**src/rtl/i2c_rt_pkg.sv**
```systemverilog
package i2c_rt_pkg;
    localparam int REG_AW = 16;
    localparam int REG_DW = 8;
    localparam int BIT_CW = $clog2(REG_DW);

    typedef enum logic [2:0] {
        ST_IDLE,
        ST_RX,
        ST_ACK,
        ST_TX,
        ST_TXACK
    } link_st_e;

    typedef enum logic [1:0] {
        PH_DEV,
        PH_AHI,
        PH_ALO,
        PH_DATA
    } byte_ph_e;

    typedef struct packed {
        link_st_e              st;
        byte_ph_e              ph;
        logic [BIT_CW-1:0]     bcnt;
        logic                  full;
        logic                  rd;
        logic                  more;
        logic [REG_DW-1:0]     sh;
        logic [REG_AW-1:0]     addr;
        logic                  drive;
        logic                  we;
        logic                  re;
        logic                  ld;
    } link_s;

    typedef struct packed {
        logic scl_p;
        logic sda_p;
    } cond_s;
endpackage

```
**src/rtl/i2c_rt_sync.sv**
```systemverilog
module i2c_rt_sync #(
    parameter int STAGES = 2,
    parameter int W      = 2
) (
    input  logic         clk,
    input  logic         rst_n,
    input  logic [W-1:0] din,
    output logic [W-1:0] dout
);
    logic [STAGES-1:0][W-1:0] chain_d, chain_q;

    assign chain_d[0] = din;
    for (genvar g = 1; g < STAGES; g++) begin : g_stage
        assign chain_d[g] = chain_q[g-1];
    end

    always_ff @(posedge clk or negedge rst_n) begin
        if (!rst_n) chain_q <= '1;
        else        chain_q <= chain_d;
    end

    assign dout = chain_q[STAGES-1];
endmodule

```
**src/rtl/i2c_rt_cond.sv**
```systemverilog
module i2c_rt_cond
    import i2c_rt_pkg::*;
(
    input  logic clk,
    input  logic rst_n,
    input  logic scl_s,
    input  logic sda_s,
    output logic scl_rise,
    output logic scl_fall,
    output logic start_evt,
    output logic stop_evt
);
    cond_s d, q;

    always_comb begin
        d       = q;
        d.scl_p = scl_s;
        d.sda_p = sda_s;
    end

    always_ff @(posedge clk or negedge rst_n) begin
        if (!rst_n) q <= '1;
        else        q <= d;
    end

    assign scl_rise  = ~q.scl_p & scl_s;
    assign scl_fall  = q.scl_p & ~scl_s;
    assign start_evt = q.scl_p & scl_s & q.sda_p & ~sda_s;
    assign stop_evt  = q.scl_p & scl_s & ~q.sda_p & sda_s;
endmodule

```
**src/rtl/i2c_rt_wdog.sv**
```systemverilog
module i2c_rt_wdog #(
    parameter int LIMIT = (1 << 18) + 8,
    parameter int CW    = $clog2(LIMIT + 1)
) (
    input  logic          clk,
    input  logic          rst_n,
    input  logic          start_evt,
    input  logic          stop_evt,
    output logic          running,
    output logic          expired,
    output logic [CW-1:0] count
);
    localparam logic [CW-1:0] LAST = CW'(LIMIT - 1);

    typedef struct packed {
        logic          run;
        logic          exp;
        logic [CW-1:0] cnt;
    } wd_s;

    wd_s d, q;

    always_comb begin
        d = q;
        if (stop_evt) begin
            d = '0;
        end else if (start_evt && !q.run && !q.exp) begin
            d.run = 1'b1;
            d.cnt = '0;
        end else if (q.run) begin
            if (q.cnt == LAST) begin
                d.run = 1'b0;
                d.exp = 1'b1;
            end else begin
                d.cnt = q.cnt + 1'b1;
            end
        end
    end

    always_ff @(posedge clk or negedge rst_n) begin
        if (!rst_n) q <= '0;
        else        q <= d;
    end

    assign running = q.run;
    assign expired = q.exp;
    assign count   = q.cnt;
endmodule

```
**src/rtl/i2c_rt_link.sv**
```systemverilog
module i2c_rt_link
    import i2c_rt_pkg::*;
#(
    parameter logic [6:0] DEV_ADDR = 7'h1A
) (
    input  logic              clk,
    input  logic              rst_n,
    input  logic              scl_rise,
    input  logic              scl_fall,
    input  logic              start_evt,
    input  logic              stop_evt,
    input  logic              sda_s,
    input  logic              expired,
    input  logic [REG_DW-1:0] rdata,
    output logic              sda_drive,
    output logic              we,
    output logic              re,
    output logic [REG_AW-1:0] addr,
    output logic [REG_DW-1:0] wdata
);
    localparam logic [BIT_CW-1:0] LAST_BIT = BIT_CW'(REG_DW - 1);

    link_s d, q;

    always_comb begin
        d    = q;
        d.we = 1'b0;
        d.re = 1'b0;
        d.ld = q.re;
        // fetched byte lands one cycle after the strobe; address steps after use
        if (q.ld) begin
            d.sh   = rdata;
            d.addr = q.addr + 1'b1;
        end
        if (q.we) d.addr = q.addr + 1'b1;

        if (expired) begin
            d.st    = ST_IDLE;
            d.drive = 1'b0;
            d.ld    = 1'b0;
        end else if (stop_evt) begin
            d.st    = ST_IDLE;
            d.drive = 1'b0;
        end else if (start_evt) begin
            d.st    = ST_RX;
            d.ph    = PH_DEV;
            d.bcnt  = '0;
            d.full  = 1'b0;
            d.drive = 1'b0;
        end else begin
            unique case (q.st)
                ST_RX: begin
                    if (scl_rise) begin
                        d.sh   = {q.sh[REG_DW-2:0], sda_s};
                        d.bcnt = q.bcnt + 1'b1;
                        d.full = (q.bcnt == LAST_BIT);
                    end
                    if (scl_fall && q.full) begin
                        d.full  = 1'b0;
                        d.bcnt  = '0;
                        d.drive = 1'b1;
                        d.st    = ST_ACK;
                        unique case (q.ph)
                            PH_DEV: begin
                                if (q.sh[REG_DW-1:1] == DEV_ADDR) begin
                                    d.rd = q.sh[0];
                                    d.re = q.sh[0];
                                    if (!q.sh[0]) d.ph = PH_AHI;
                                end else begin
                                    d.drive = 1'b0;
                                    d.st    = ST_IDLE;
                                end
                            end
                            PH_AHI: begin
                                d.addr[REG_AW-1:REG_DW] = q.sh;
                                d.ph = PH_ALO;
                            end
                            PH_ALO: begin
                                d.addr[REG_DW-1:0] = q.sh;
                                d.ph = PH_DATA;
                            end
                            default: d.we = 1'b1;
                        endcase
                    end
                end
                ST_ACK: begin
                    if (scl_fall) begin
                        d.bcnt = '0;
                        if (q.rd) begin
                            d.st    = ST_TX;
                            d.drive = ~q.sh[REG_DW-1];
                        end else begin
                            d.st    = ST_RX;
                            d.drive = 1'b0;
                        end
                    end
                end
                ST_TX: begin
                    if (scl_fall) begin
                        if (q.bcnt == LAST_BIT) begin
                            d.st    = ST_TXACK;
                            d.drive = 1'b0;
                        end else begin
                            d.bcnt  = q.bcnt + 1'b1;
                            d.sh    = {q.sh[REG_DW-2:0], 1'b1};
                            d.drive = ~q.sh[REG_DW-2];
                        end
                    end
                end
                ST_TXACK: begin
                    if (scl_rise) begin
                        d.more = ~sda_s;
                        d.re   = ~sda_s;
                    end
                    if (scl_fall) begin
                        if (q.more) begin
                            d.st    = ST_TX;
                            d.bcnt  = '0;
                            d.drive = ~q.sh[REG_DW-1];
                        end else begin
                            d.st = ST_IDLE;
                        end
                    end
                end
                default: ;
            endcase
        end
    end

    always_ff @(posedge clk or negedge rst_n) begin
        if (!rst_n) q <= '0;
        else        q <= d;
    end

    assign sda_drive = q.drive;
    assign we        = q.we;
    assign re        = q.re;
    assign addr      = q.addr;
    assign wdata     = q.sh;
endmodule

```
**src/rtl/i2c_regtarget_wdog.sv**
```systemverilog
module i2c_regtarget_wdog
    import i2c_rt_pkg::*;
#(
    parameter logic [6:0] DEV_ADDR    = 7'h1A,
    parameter int         WDOG_LIMIT  = (1 << 18) + 8,
    parameter int         SYNC_STAGES = 2
) (
    input  logic              clk,
    input  logic              rst_n,
    input  logic              scl_i,
    input  logic              sda_i,
    output logic              sda_oe,
    output logic [REG_AW-1:0] reg_addr,
    output logic [REG_DW-1:0] reg_wdata,
    output logic              reg_we,
    output logic              reg_re,
    input  logic [REG_DW-1:0] reg_rdata
);
    localparam int WD_CW = $clog2(WDOG_LIMIT + 1);

    logic [1:0]       pins_s;
    logic             scl_rise, scl_fall, start_evt, stop_evt;
    logic             wd_run, wd_exp;
    logic [WD_CW-1:0] wd_cnt;

    i2c_rt_sync #(.STAGES(SYNC_STAGES), .W(2)) sync_i (
        .clk  (clk),
        .rst_n(rst_n),
        .din  ({scl_i, sda_i}),
        .dout (pins_s)
    );

    i2c_rt_cond cond_i (
        .clk      (clk),
        .rst_n    (rst_n),
        .scl_s    (pins_s[1]),
        .sda_s    (pins_s[0]),
        .scl_rise (scl_rise),
        .scl_fall (scl_fall),
        .start_evt(start_evt),
        .stop_evt (stop_evt)
    );

    i2c_rt_wdog #(.LIMIT(WDOG_LIMIT), .CW(WD_CW)) wdog_i (
        .clk      (clk),
        .rst_n    (rst_n),
        .start_evt(start_evt),
        .stop_evt (stop_evt),
        .running  (wd_run),
        .expired  (wd_exp),
        .count    (wd_cnt)
    );

    i2c_rt_link #(.DEV_ADDR(DEV_ADDR)) link_i (
        .clk      (clk),
        .rst_n    (rst_n),
        .scl_rise (scl_rise),
        .scl_fall (scl_fall),
        .start_evt(start_evt),
        .stop_evt (stop_evt),
        .sda_s    (pins_s[0]),
        .expired  (wd_exp),
        .rdata    (reg_rdata),
        .sda_drive(sda_oe),
        .we       (reg_we),
        .re       (reg_re),
        .addr     (reg_addr),
        .wdata    (reg_wdata)
    );
endmodule

```
**config.mk**
```make
export PLATFORM = sky130hd
export DESIGN_NAME = i2c_regtarget_wdog
export DESIGN_NICKNAME = d
export VERILOG_FILES = /design/src/rtl/i2c_rt_pkg.sv /design/src/rtl/i2c_rt_sync.sv /design/src/rtl/i2c_rt_cond.sv /design/src/rtl/i2c_rt_wdog.sv /design/src/rtl/i2c_rt_link.sv /design/src/rtl/i2c_regtarget_wdog.sv
export SDC_FILE = /design/constraint.sdc
export NUM_CORES = 1
export LEC_CHECK = 0
export BUFFER_PORTS_ARGS = -buffer_cell sky130_fd_sc_hd__buf_2
export CAP_MARGIN = 10
export CORE_MARGIN = 2
export CORE_UTILIZATION = 59
export DETAILED_ROUTE_END_ITERATION = 6
export PLACE_DENSITY = 0.8
export SLEW_MARGIN = 20
export SYNTH_ARGS = -nofsm -noshare
export SYNTH_HDL_FRONTEND = slang
export SYNTH_SLANG_ARGS = --single-unit
```
**constraint.sdc**
```tcl
create_clock -name clk -period 2.44 [get_ports clk]
set_input_delay 0 -clock clk [delete_from_list [all_inputs] [get_ports clk]]
set_output_delay 0 -clock clk [all_outputs]
set_load 0.02 [all_outputs]
```
==> impl_metrics.csv <==
group,metric,value,unit
setup_path,crit_path_top_delay_cell,"or4b_1",
logic_synthesis,synth_ff_type,"dfrtp_1",
setup_path,worstPathArrival,2310,ps
logic_synthesis,seq_area_frac_synth,44.86,%
global_routing,grt_pass1_wl,13.48,mm
final_layout,drive_gt1_share,16.71,%
pwr,vdd_drop_max,495.2,uV
global_routing,antenna_found_initial,0,
logic_synthesis,async_reset_ff_share,100.0,%
floorplan,initial_core_util,61.74,%
place,place_area,0.003810,mm2
sta,tns,0,ps
drt,dr.pass1.iters,4,
floorplan,core-area,0.005991,mm2
logic_synthesis,syn_nets,414,
final_layout,area_growth,10.83,%
setup_path,crit_path_end_kind,"flop",
sta,relSlewSlack,50.45,%
global_routing,track_usage,24.06,%
cts,cts-root-buf,"clkbuf_8",
floorplan,chipHeight,83.18,um
final_layout,n_fill_cell,471,
cts,htree_levels,3,
floorplan,fp-row-count,28,
drt,ant_nets,0,
setup_path,crit_fanout,6,
cts,clock_tree.buffer_depth,2,
floorplan,dieArea,0.006918,mm2
floorplan,boundaryPins,39,
drt,num_vias,2910,
pwr,power.leakage,1.831,nW
logic_synthesis,postSynthCellCount,394,
sta,setup_viol,0,
drt,drtIter0Drc,156,
global_routing,grt_pass1_vias,2903,
cts,clk_latency,330,ps
sta,drv_slew,0,
setup_path,cp_num_buf_inv,0,
final_layout,layout.cells.non_filler,500,
sta,rsz0062_at_grt,"no",
sta,finalCritPeriodShare,85.94,%
global_routing,grt-ovfl-total,0,
logic_synthesis,avgSynthCellArea,9.387,um2
logic_synthesis,ys_top_cells_by_area,"dfrtp_1, nor2_1, buf_4, xor2_1, dfstp_2",
logic_synthesis,synth_area_leader_cell,"dfrtp_1",
drt,viasPerCell,5.820,
sta,worst_pin_slew,743.3,ps
floorplan,die_w,83.18,um
cts,clk_pin_slew_worst_paths,70,ps
drt,avgRoutedWirePerCell,15.75,um
place,place.detailed.hpwl,5.592,mm
place,dp_cells,475,
cts,cts_tree,"built",
global_routing,grt_max_degree,36,
drt,drcViolationCount,0,
setup_path,crit_type,"reg -> reg",
place,routabilityCongestion,0.9516,
logic_synthesis,ys_seq_elements,66,
logic_synthesis,synth_cell_types,55,
sta,period_needed,2097,ps
cts,clkSinkCount,66,
sta,holdWs,55.54,ps
pwr,powerDensity,597.1,mW/mm2
final_layout,diodes,0,
job,drv_cap,0,
place,place.port_buffers,38,
cts,cts_buffers,9,
drt,wl,7.875,mm
setup_path,slowest_delay,540,ps
setup_path,critical_path.top_delay_family,"simple AND/OR/NAND/NOR gates",
sta,fin_skew,4.524,ps
logic_synthesis,netlist_area,0.003699,mm2
final_layout,finalInstanceArea,0.004099,mm2
setup_path,path_cells,"or4b_1, or3_1, o22ai_1, a22oi_1, mux2_1",
final_layout,multi_input_area,0.001764,mm2
setup_path,worst_ep_required_time,2650,ps
final_layout,nNetsFinal,441,
min_path,hp-class,"in -> reg",
logic_synthesis,synth_edf_count,0,
outcome,status,"complete, no violations",
sta,hold_viol,0,
sta,max_freq,476.9,MHz
logic_synthesis,synth_warnings,0,
setup_path,worstSetupStartpointType,"flop",
final_layout,seqCellArea,0.001659,mm2
logic_synthesis,synth_top_area_share,40.60,%
==> cells in the mapped netlist, drive strengths merged (10+ instances only) <==
cell type	n
nor3	10
xnor2	12
nand2	24
nand3	11
a21oi	27
inv	10
dfrtp	60
nor2	51
xor2	19
buf	26
clkbuf	13
o21ai	14
==> through the flow <==
stage / utilization [%] / setup WS, ps / total power, mW
floorplan: - / 450.3 / 1.500
global placement: 63.60 / 412.9 / 1.583
detailed placement: 63.60 / 380.4 / 1.598
CTS: 68.42 / 343.4 / 2.472
global route: 68.42 / 189.6 / 2.582
finish: 68.42 / 343.0 / 2.447
==> kinds of logic after synthesis <==
logic type	share of synthesized area, %
AND/OR/NAND/NOR	21.65
AO/OA/AOI/OAI	11.74
flip-flops	44.86
buffers and inverters	7.442
XOR/XNOR	7.341
multiplexers	4.262
adder cells (fa/ha/maj)	2.706
==> registers in the layout, indices dropped and copies added, names as in the netlist, 2 cells and up <==
name	flops
sync_i.chain_d	2
cond_i.q	2
link_i.addr	16
link_i.wdata	8
wdog_i.count	19
link_i.q	12
sync_i.dout	2
==> path summary, 6_finish.rpt <==
check                      slack [ps]  cells past startpoint                        start                      endpoint
setup / recovery                  340                      5    link_i.wdata[1]$_DFF_PN0_      link_i.q[35]$_DFFE_PN0P_
hold / removal                     60                      3                 reg_rdata[0]     link_i.wdata[0]$_DFF_PN0_
setup reg to reg                  340                      5    link_i.wdata[1]$_DFF_PN0_      link_i.q[35]$_DFFE_PN0P_
hold reg to reg                   360                      0  sync_i.chain_d[3]$_DFF_PN1_      sync_i.dout[1]$_DFF_PN1_
max in group asynchronous        1540                      3                        rst_n     link_i.addr[14]$_DFF_PN0_
min in group asynchronous         260                      2                        rst_n  wdog_i.count[10]$_DFFE_PN0P_
==> power breakdown <==
group / internal (mW) / switching (mW) / total, mW
sequential: 1.17 / 0.102 / 1.28
clock: 0.471 / 0.387 / 0.858
combinational: 0.131 / 0.181 / 0.312
==> final cells by class <==
class / instances / share of cell area (%)
clock buffers: 13 / 4.365
clock inverters: 2 / 0.2442
inverters: 10 / 0.9158
multi-input cells: 279 / 43.04
flip-flops and latches: 66 / 40.48
well taps: 75 / 2.289
repair buffers: 55 / 8.669
==> tightest hold or removal path, stage by stage <==
cell     delay, ps
buf_2           80
mux2_1         130
a221o_1        140
==> metal layers <==
layer	vias up	global-route usage, %	part of all wire (%)
li1	1405	-	-
met1	1397	30.94	44
met2	90	39.00	49
met3	18	5.964	5.1
met4	0	9.836	2.0
met5	-	0	0
==> placed cells by master (no fill, tap or decap), types with 3 or more instances in the layout <==
master / count
and3_1: 8
ha_1: 8
buf_2: 38
nor4_1: 4
o21ai_0: 4
nand4_1: 9
nand3b_1: 5
dlygate4sd3_1: 10
xor2_1: 19
nand3_1: 11
nand2b_1: 9
o21ai_1: 10
nand2_1: 24
clkbuf_8: 13
nor3_1: 9
o22ai_1: 4
or3_1: 4
xnor2_1: 12
inv_1: 10
nor2b_1: 5
dfstp_2: 6
buf_4: 6
mux2_1: 5
mux2i_1: 9
a22o_1: 3
nor2_1: 51
dfrtp_1: 60
a21oi_1: 27
and4_1: 3
==> timing repair <==
item / 4_1_cts / 5_1_grt
hold endpoints to repair: 34 / 0
endpoints found under the setup margin: 0 / 0
buffers inserted: 0 / 0
hold buffers: 10 / 0
gates resized for setup: 0 / 0
No activity file was read; power rests on OpenSTA's default activity.
